===== src/rtl/brg_pkg.sv =====
package brg_pkg;
   // half-word lane selected in each fast cycle
   typedef enum logic {
      PH_LO = 1'b0,
      PH_HI = 1'b1
   } phase_e;

   function automatic phase_e next_phase(input phase_e p);
      return (p == PH_LO) ? PH_HI : PH_LO;
   endfunction
endpackage


===== src/rtl/brg_phase.sv =====
module brg_phase
   import brg_pkg::*;
(
   input  logic   clk,
   input  logic   rst,
   output phase_e phase_o
);
   phase_e phase_q;

   always_ff @(posedge clk) begin
      if (rst) phase_q <= PH_LO;
      else     phase_q <= next_phase(phase_q);
   end

   assign phase_o = phase_q;
endmodule


===== src/rtl/brg_cmd_hold.sv =====
module brg_cmd_hold
   import brg_pkg::*;
#(
   parameter int AW = 16,
   parameter int HW = 16
)(
   input  logic          clk,
   input  logic          rst,
   input  phase_e        phase_i,
   input  logic          req_i,
   input  logic          we_i,
   input  logic [AW-1:0] addr_i,
   input  logic [HW-1:0] whi_i,
   output logic          wr_o,
   output logic          rd_o,
   output logic [AW-1:0] addr_o,
   output logic [HW-1:0] whi_o
);
   logic          wr_q, rd_q;
   logic [AW-1:0] addr_q;
   logic [HW-1:0] whi_q;

   // command is frozen at the edge that closes phase 0
   always_ff @(posedge clk) begin
      if (rst) begin
         wr_q   <= 1'b0;
         rd_q   <= 1'b0;
         addr_q <= '0;
         whi_q  <= '0;
      end else if (phase_i == PH_LO) begin
         wr_q   <= req_i & we_i;
         rd_q   <= req_i & ~we_i;
         addr_q <= addr_i;
         whi_q  <= whi_i;
      end
   end

   always_comb begin
      if (phase_i == PH_LO) begin
         wr_o   = req_i & we_i & ~rst;
         rd_o   = req_i & ~we_i & ~rst;
         addr_o = addr_i;
         whi_o  = whi_i;
      end else begin
         wr_o   = wr_q;
         rd_o   = rd_q;
         addr_o = addr_q;
         whi_o  = whi_q;
      end
   end
endmodule


===== src/rtl/brg_lane_sel.sv =====
module brg_lane_sel #(
   parameter int HW    = 16,
   parameter int LANES = 2,
   localparam int SW   = (LANES > 1) ? $clog2(LANES) : 1
)(
   input  logic [LANES*HW-1:0] word_i,
   input  logic [SW-1:0]       sel_i,
   output logic [HW-1:0]       lane_o
);
   logic [HW-1:0] lanes [LANES];

   for (genvar g = 0; g < LANES; g++) begin : g_lane
      assign lanes[g] = word_i[g*HW +: HW];
   end

   assign lane_o = lanes[sel_i];
endmodule


===== src/rtl/brg_rd_pack.sv =====
module brg_rd_pack
   import brg_pkg::*;
#(
   parameter int HW = 16,
   localparam int DW = 2 * HW
)(
   input  logic          clk,
   input  logic          rst,
   input  phase_e        phase_i,
   input  logic          rd_i,
   input  logic [HW-1:0] half_i,
   output logic [DW-1:0] word_o
);
   logic [HW-1:0] lo_q;
   logic [DW-1:0] word_q;

   always_ff @(posedge clk) begin
      if (rst) begin
         lo_q   <= '0;
         word_q <= '0;
      end else if (rd_i) begin
         if (phase_i == PH_LO) lo_q   <= half_i;
         else                  word_q <= {half_i, lo_q};
      end
   end

   assign word_o = word_q;
endmodule


===== src/rtl/halfword_bridge.sv =====
module halfword_bridge
   import brg_pkg::*;
#(
   parameter int ADDR_W = 16,
   parameter int DATA_W = 32,
   parameter int MEM_W  = 16
)(
   input  logic              clk_2x,
   input  logic              rst,
   input  logic              cpu_req,
   input  logic              cpu_we,
   input  logic [ADDR_W-1:0] cpu_addr,
   input  logic [DATA_W-1:0] cpu_wdata,
   output logic [DATA_W-1:0] cpu_rdata,
   output logic [ADDR_W:0]   mem_addr,
   output logic [MEM_W-1:0]  mem_wdata,
   output logic              mem_we,
   input  logic [MEM_W-1:0]  mem_rdata
);
   if (DATA_W != 2 * MEM_W) begin : g_bad_width
      $error("halfword_bridge: DATA_W must be twice MEM_W");
   end
   if (ADDR_W < 1) begin : g_bad_addr
      $error("halfword_bridge: ADDR_W must be at least 1");
   end

   phase_e              phase_q;
   logic                wr_eff, rd_eff;
   logic [ADDR_W-1:0]   addr_eff;
   logic [MEM_W-1:0]    whi_eff;

   brg_phase u_phase (
      .clk     (clk_2x),
      .rst     (rst),
      .phase_o (phase_q)
   );

   brg_cmd_hold #(.AW(ADDR_W), .HW(MEM_W)) u_hold (
      .clk     (clk_2x),
      .rst     (rst),
      .phase_i (phase_q),
      .req_i   (cpu_req),
      .we_i    (cpu_we),
      .addr_i  (cpu_addr),
      .whi_i   (cpu_wdata[DATA_W-1:MEM_W]),
      .wr_o    (wr_eff),
      .rd_o    (rd_eff),
      .addr_o  (addr_eff),
      .whi_o   (whi_eff)
   );

   brg_lane_sel #(.HW(MEM_W), .LANES(2)) u_lane (
      .word_i  ({whi_eff, cpu_wdata[MEM_W-1:0]}),
      .sel_i   (phase_q),
      .lane_o  (mem_wdata)
   );

   brg_rd_pack #(.HW(MEM_W)) u_pack (
      .clk     (clk_2x),
      .rst     (rst),
      .phase_i (phase_q),
      .rd_i    (rd_eff),
      .half_i  (mem_rdata),
      .word_o  (cpu_rdata)
   );

   assign mem_addr = {addr_eff, phase_q};
   assign mem_we   = wr_eff;
endmodule


===== config.mk =====
export PLATFORM = sky130hd
export DESIGN_NAME = halfword_bridge
export DESIGN_NICKNAME = d
export VERILOG_FILES = /design/src/rtl/brg_pkg.sv /design/src/rtl/brg_phase.sv /design/src/rtl/brg_cmd_hold.sv /design/src/rtl/brg_lane_sel.sv /design/src/rtl/brg_rd_pack.sv /design/src/rtl/halfword_bridge.sv
export SDC_FILE = /design/constraint.sdc
export NUM_CORES = 1
export LEC_CHECK = 0
export BUFFER_PORTS_ARGS = -buffer_cell sky130_fd_sc_hd__buf_2
export CAP_MARGIN = 20
export CORE_ASPECT_RATIO = 0.9
export CORE_UTILIZATION = 49
export DETAILED_ROUTE_END_ITERATION = 8
export PLACE_DENSITY = 0.82
export SYNTH_ARGS = -nofsm -noshare
export SYNTH_HDL_FRONTEND = slang
export SYNTH_SLANG_ARGS = --single-unit

===== constraint.sdc =====
create_clock -name clk_2x -period 1.3 [get_ports clk_2x]
set_input_delay 0.26 -clock clk_2x [delete_from_list [all_inputs] [get_ports clk_2x]]
set_output_delay 0.26 -clock clk_2x [all_outputs]
set_load 0.005 [all_outputs]

# Yosys cells after proc, flatten, opt, wreduce, memory -nomap -nowiden
# Index checks and enable logic that the tools add are counted.
# word_totals
out_inout_bits,66
inputBits,68
elab_cells,26
ff_bits,83
# classes
n_reduce_logical,2
bitwise_logic,8
order_cmp,1
mux,8
# ops
cell,count
$mux 16,5
$and 1x1->1,4
$reduce_and 2->1,2
$mux 1,3
$not 1->1,3
$ge 2x2->1 const B,1
$not 1->2,1

# Logic depth before layout (Yosys ltp)
# Gate-level depths: netlist of run 1.
# logic_depth
ltp_word,5
depth_mapped,5
depth_no_buf,2

# Hierarchy
# A second synthesis of run 1 with hierarchy kept.
# unflattened
cells_unflattened,310
area_unflattened_um2,3656.0
# modules_own_cells
module,instances,seq_area_each_um2,cells_each,area_per_inst_um2
brg_rd_pack,1,960.9,176,1933.1
brg_cmd_hold,1,680.7,113,1442.6
brg_lane_sel,1,0.0,18,249.0
brg_phase,1,20.0,2,23.8
halfword_bridge,1,0.0,1,7.5

# Least setup slack after synthesis of run 1
# Ideal clock, no wire load.
# synth_timing
kind,reg2out
startpoint,"register u_phase.phase_q, in the netlist u_phase.phase_o"
endpoint,output mem_we
setup_slack_ns,0.073
t_arrival_ns,0.967
stages_incl_launch_ff,5
required_time_ns,1.040
n_path_buf,2
cell_sequence,dfxtp_1 > buf_6 > clkbuf_1 > nand3b_1 > o21ai_0
# synth_between
elab_chain_cells,1
# synth_rtl
item,line_no,source
start: declaration,brg_phase.sv:8,phase_e phase_q;
start signal: assignment,brg_phase.sv:12,else phase_q <= next_phase(phase_q);
$mux 1,brg_cmd_hold.sv:39,if (phase_i == PH_LO) begin
end: declaration,halfword_bridge.sv:17,"output logic mem_we,"
# Every way passes these cells.

# Final worst setup path of run 1
# layout_timing
startpoint,"register u_phase.phase_q, in the netlist u_phase.phase_o"
endpoint,output mem_addr[16]
# layout_between
elab_chain_cells,1
# layout_rtl
item,line_no,source
$mux 16,brg_cmd_hold.sv:39,
end: declaration,halfword_bridge.sv:15,"output logic [ADDR_W:0] mem_addr,"
# Every way passes these cells.

==> results of run 1 <==
==> kinds of logic after synthesis <==
logic type,Yosys count
muxes,32
and+or+nand+nor,117
buffers and inverters,52
AOI/OAI and AO/OA,99
DFF,83
==> sequential cells by signal, summed over array words and instances, names as in the netlist <==
signal	cells
u_phase.phase_o	1
u_pack.lo_q	16
u_hold.addr_q	16
u_hold.rd_q	1
u_hold.whi_q	16
u_hold.wr_q	1
u_pack.word_o	32
==> layout make-up <==
cell class                      count  area, um^2  area share
Sequential cell                    83        1670       0.340
Multi-Input combinational cell    248        1770       0.360
Clock inverter                      6        47.5     0.00970
Clock buffer                       10         138      0.0281
Inverter                           16        60.1      0.0123
Tap cell                           93         116      0.0237
Timing Repair Buffer              158        1110       0.226
==> critical path, cell delays in order, from the launching register on <==
cell     delay [ns]
dfxtp_4        0.44
buf_12         0.16
mux2_4         0.32
buf_6          0.12
==> synth_stat cells (all sizes together), types with 10 or more instances <==
cell    count
mux2i      16
nor2b      16
buf        26
a21bo      32
inv        16
a21oi      49
nand2b     48
nand3      32
nand2      17
clkbuf     10
dfxtp      83
o21ai      17
mux2       16
==> what timing repair did <==
action	4_1_cts	5_1_grt
gates cloned	0	4
resized for setup	25	27
endpoints found under the hold margin	0	0
pin swaps	1	1
setup buffers	3	5
endpoints found under the setup margin	34	56
==> path summary, 6_finish.rpt <==
kind,end
max,mem_addr[16]
min,u_hold.whi_q[3]
max reg2reg,u_pack.lo_q[14]
min reg2reg,u_hold.whi_q[1]
==> layer usage <==
layer / vias to the layer above / part of all wire / global-route usage
met3: 10 / 0.044 / 0.0701
met1: 1486 / 0.42 / 0.253
met2: 83 / 0.52 / 0.350
met5: - / 0 / 0
li1: 1540 / - / -
met4: 0 / 0.013 / 0.0545
==> power by group through the flow <==
stage / Sequential, mW / Combinational (mW) / Clock (mW)
3_3_place_gp: 2.75 / 0.684 / 0
4_1_cts: 2.70 / 0.793 / 1.76
3_5_place_dp: 2.75 / 0.705 / 0
5_1_grt: 2.71 / 0.947 / 1.86
6_report: 2.70 / 0.876 / 1.71
2_1_floorplan: 2.73 / 0.449 / 0
==> cells in the final DEF (no fill, tap or decap), types with 2 or more instances in the layout <==
cell       Yosys  routed
clkinv_4       0       2
mux2_4        12      15
o21ai_0       17       4
clkbuf_8       0      10
nand2_2        0       6
buf_4          1      10
nor2b_1       16      16
buf_2         16     117
nand2_1       17      10
inv_1         16      16
dfxtp_1       83      81
clkbuf_16      0       3
buf_6          7      21
o21ai_1        0       8
nand3_1       32      32
mux2i_1       16      16
o21ai_2        0       5
buf_12         1       6
a21oi_1       49      49
nand2b_1      48      48
inv_6          0       2
a21bo_2       32      32
==> flow_summary.json, run 1 <==
{
  "area_growth_syn_to_layout_pct": 34.3,
  "gr-usage-all-layers": 0.208,
  "floorplan.rows": 29,
  "run_status": "finished, violations left",
  "worst-r2r-setup-slack_ns": -0.14,
  "detailed_place.area_um2": 4390,
  "synth_seq_area_share": 0.455,
  "timing.fmax_ghz": 0.609,
  "simple_gate_fraction_of_synth_area": 0.179,
  "max_slew_violations": 0,
  "dominantRegCellSynth": "dfxtp_1",
  "post_synth_main_area_contributors": "dfxtp_1, a21bo_2, nand2b_1, a21oi_1, mux2_4",
  "post_synth_instance_area_um2": 3650,
  "dieArea_um2": 7800,
  "synth_area_leader": "dfxtp_1",
  "gp_congestion": 0.853,
  "drcViolationCount": 0,
  "dp_worst_setup_slack_ns": 0.0149,
  "via_count_of_the_first_global_routing_pass": 2818,
  "crit_path_start_kind": "flop",
  "die_h_um": 83.9,
  "detail-route-antenna-nets": 0,
  "timing.final.hold_violations": 0,
  "synthMuxAreaShare": 0.106,
  "post-route-cell-area_um2": 4900,
  "p_total_mw": 5.29,
  "cell_depth_of_the_worst_flop_to_flop_path": 6,
  "post-route-worst-setup-slack_ns": -0.342,
  "core_region_area_um2": 7110,
  "numPortBuffers": 133,
  "final.setup_skew_ns": 0.00701,
  "report.final.setup_viol": 51,
  "final_nets": 584,
  "combinationalPowerShare": 0.166,
  "finalSetupTns_ns": -10.58,
  "timing.hold.worst_path_depth": 3,
  "critPathMaxFanout": 8,
  "floorplan.initialDensity": 0.513,
  "post-route-util": 0.689,
  "cap_violations": 0,
  "seq_power_share": 0.511,
  "max-slew-margin-rel": 0.755,
  "worst_r2r_startpoint": "u_phase.phase_o",
  "clkSinkCount": 83,
  "netlist.area_leader.share": 0.455,
  "diodes_inserted": 0,
  "cts_buffer_depth": 2,
  "wire_length_of_the_first_global_routing_pass_um": 12900,
  "critical_path_type": "flop to output pin",
  "share_clk_of_total_power": 0.324,
  "netlist-cell-type-count": 23,
  "synth_seq_cells": 83,
  "synth_compound_gate_area_share": 0.181,
  "post_synth_fa_ha_maj_area_fraction": 0,
  "grt_setup_unrepaired": "true",
  "cts_root_buf": "clkbuf_8",
  "vias": 3119,
  "filler_cell_count": 553,
  "detail_route.iter0.violations": 84,
  "synth-async-reset-ratio": 0,
  "detailed_place_hpwl_um": 5500,
  "floorplan.die.width_um": 93.0,
  "violated_checks": "setup timing",
  "hold_class": "input pin to flop",
  "tritoncts_clock_tree": "yes",
  "cts_buffers": 9,
  "avgRoutedWirePerCell_um": 13.7,
  "synth-edff-count": 0,
  "drt_wl_total_um": 8430,
  "grt_max_degree": 72,
  "placedCellCount": 586,
  "pwr_density_cell_nw_per_um2": 1080,
  "p_sw_frac": 0.262,
  "clkSlewWorstSetupHoldPaths_ns": 0.09,
  "holdBufCountCts": 0,
  "stdcell_count": 614,
  "clk-insertion-delay-late_ns": 0.35,
  "ys.warnings.count": 0,
  "first_pass_iters": 4,
  "synth_xor_xnor_area_share": 0,
  "floorplan.io_pins": 134,
  "critPathRequiredTime_ns": 1.04,
  "timing.hold.worst.start": "cpu_wdata[19]",
  "peakVddDrop_v": 0.000770,
  "hold_slack_ns": 0.162,
  "finalWorstPathRequiredPeriod_ns": 1.64,
  "worstSetupStartpoint": "u_phase.phase_o",
  "grt_overflow_total": 0,
  "power_leakage_nw": 2.24,
  "main_combinational_cell_family_by_area_after_synthesis": "compound AO/OA/AOI/OAI gates",
  "net-switching-power_mw": 1.38,
  "layout-drive-gt1-share": 0.457,
  "number_of_antenna_violations_at_the_first_check_in_global_routing": 0,
  "mappedNetlistNets": 451,
  "tightest_slew_ns": 0.368,
  "cts_max_level": 3,
  "detail_route.vias_per_cell": 5.08,
  "endpoint_kind": "output pin",
  "synthCells": 383,
  "internal-power_mw": 3.90,
  "arrival_ns": 1.38,
  "average_instance_area_after_synthesis_um2": 9.53,
  "share_of_the_clock_period_used_by_the_worst_path": 1.26
}
No activity file was read; power rests on OpenSTA's default activity.
==> inputs of run 2 (changes only) <==
- PLACE_DENSITY: 0.82 -> 0.85
==> flow_summary.json, run 2 (synthesis results as in run 1) <==
{
  "holdBufCountCts": 0,
  "cap_violations": 0,
  "detail_route.vias_per_cell": 5.13,
  "number_of_antenna_violations_at_the_first_check_in_global_routing": 0,
  "peakVddDrop_v": 0.000869,
  "run_status": "finished, violations left",
  "clk-insertion-delay-late_ns": 0.35,
  "drt_wl_total_um": 9080,
  "max-slew-margin-rel": 0.764,
  "layout-drive-gt1-share": 0.524,
  "cts_root_buf": "clkbuf_8",
  "avgRoutedWirePerCell_um": 14.7,
  "grt_overflow_total": 0,
  "floorplan.io_pins": 134,
  "violated_checks": "setup timing",
  "cts_buffers": 9,
  "die_h_um": 83.9,
  "post-route-worst-setup-slack_ns": -0.331,
  "numPortBuffers": 133,
  "core_region_area_um2": 7110,
  "critPathMaxFanout": 8,
  "vias": 3157,
  "floorplan.rows": 29,
  "detailed_place_hpwl_um": 5310,
  "worstSetupStartpoint": "u_phase.phase_o",
  "endpoint_kind": "output pin",
  "largest_reg_flops": 32,
  "detail-route-antenna-nets": 0,
  "final_nets": 586,
  "diodes_inserted": 0,
  "gp_congestion": 0.790,
  "final.setup_skew_ns": 0.00628,
  "timing.fmax_ghz": 0.613,
  "dieArea_um2": 7800,
  "wire_length_of_the_first_global_routing_pass_um": 13100,
  "p_total_mw": 5.72,
  "gr-usage-all-layers": 0.212,
  "detail_route.iter0.violations": 124,
  "worst_r2r_startpoint": "u_phase.phase_o",
  "arrival_ns": 1.37,
  "timing.final.hold_violations": 0,
  "floorplan.initialDensity": 0.513,
  "drcViolationCount": 0,
  "first_pass_iters": 4,
  "grt_setup_unrepaired": "true",
  "pwr_density_cell_nw_per_um2": 1100,
  "via_count_of_the_first_global_routing_pass": 2875,
  "grt_max_degree": 67,
  "tritoncts_clock_tree": "yes",
  "area_growth_syn_to_layout_pct": 42.1,
  "post-route-util": 0.729,
  "critPathRequiredTime_ns": 1.04,
  "floorplan.die.width_um": 93.0,
  "report.final.setup_viol": 71,
  "critical_path_type": "flop to output pin",
  "cts_buffer_depth": 2,
  "crit_path_start_kind": "flop",
  "tightest_slew_ns": 0.354,
  "cts_max_level": 3,
  "max_slew_violations": 0,
  "clkSinkCount": 83,
  "commonest_cells_after_routing_fill_and_taps_aside": "buf_2, dfxtp_1, nand2b_1",
  "timing.hold.worst.start": "cpu_wdata[23]",
  "finalWorstPathRequiredPeriod_ns": 1.63,
  "dp_worst_setup_slack_ns": -0.0626,
  "final_common_cell": "buf_2",
  "share_of_the_clock_period_used_by_the_worst_path": 1.25,
  "power_leakage_nw": 2.32,
  "hold_class": "input pin to flop",
  "clkSlewWorstSetupHoldPaths_ns": 0.09
}
[run 2: cell types whose count changed in the layout (fill, tap and decap cells not counted), moves of 4 or more]
cell	previous run	this run
a21oi_2	0	27
nand3_1	32	27
a21oi_1	49	22
nand2b_4	0	4
nand2b_1	48	44
nand3_2	0	4
[run 2: final timing paths]
path | endpoint | slack (ns) | depth (start not counted)
worst min register to register | u_hold.wr_q | 0.47 | 2
worst min-delay path | u_hold.whi_q[7] | 0.16 | 3
worst max register to register | u_pack.lo_q[7] | -0.20 | 6
worst max-delay path | mem_wdata[5] | -0.33 | 5
[run 2: timing repair]
item / 4_1_cts / 5_1_grt
endpoints found under the setup margin: 50 / 83
buffers inserted: 4 / 3
pin swaps: 11 / 13
cloned: 2 / 5
gates resized for setup: 48 / 48
[run 2: cell type report]
cell class / instances / area [um^2]
flip-flops and latches: 83 / 1670
repair buffers: 160 / 1180
fillers: 514 / 1920
multi-input cells: 248 / 1930
clock inverters: 5 / 66.3
inverters: 16 / 60.1
well taps: 93 / 116
clock buffers: 11 / 163
[run 2: per-layer routing]
| metal | up-vias | share of wire | track usage |
|---|---|---|---|
| met4 | 0 | 0.021 | 0.0643 |
| met3 | 15 | 0.058 | 0.0710 |
| met5 | - | 0 | 0 |
| met2 | 113 | 0.51 | 0.365 |
| met1 | 1476 | 0.41 | 0.249 |
| li1 | 1553 | - | - |
[run 2: power by group]
group | total (mW) | switching [mW] | leakage, nW | internal (mW)
Combinational | 0.971 | 0.428 | 1.53 | 0.543
Sequential | 2.69 | 0.0478 | 0.679 | 2.64
Clock | 2.06 | 0.980 | 0.113 | 1.08
Total | 5.72 | 1.46 | 2.32 | 4.27
[run 2: critical path, cell delays in order (launching register included)]
cell and delay (ns):
dfxtp_4 0.37, buf_4 0.14, buf_6 0.11, buf_16 0.14, o21ai_2 0.12, buf_2 0.14
[run 2: through the flow]
step,hold WS [ns],instances,TNS [ns],instance area (um^2)
final,0.156,616,-13.51,5190
after global routing,0.149,616,-16.95,5190
after global placement,0.442,588,-0.129,4420
after detailed placement,0.452,588,-0.658,4420
after floorplan,0.407,383,0,3650
after CTS,0.142,610,-13.23,4910
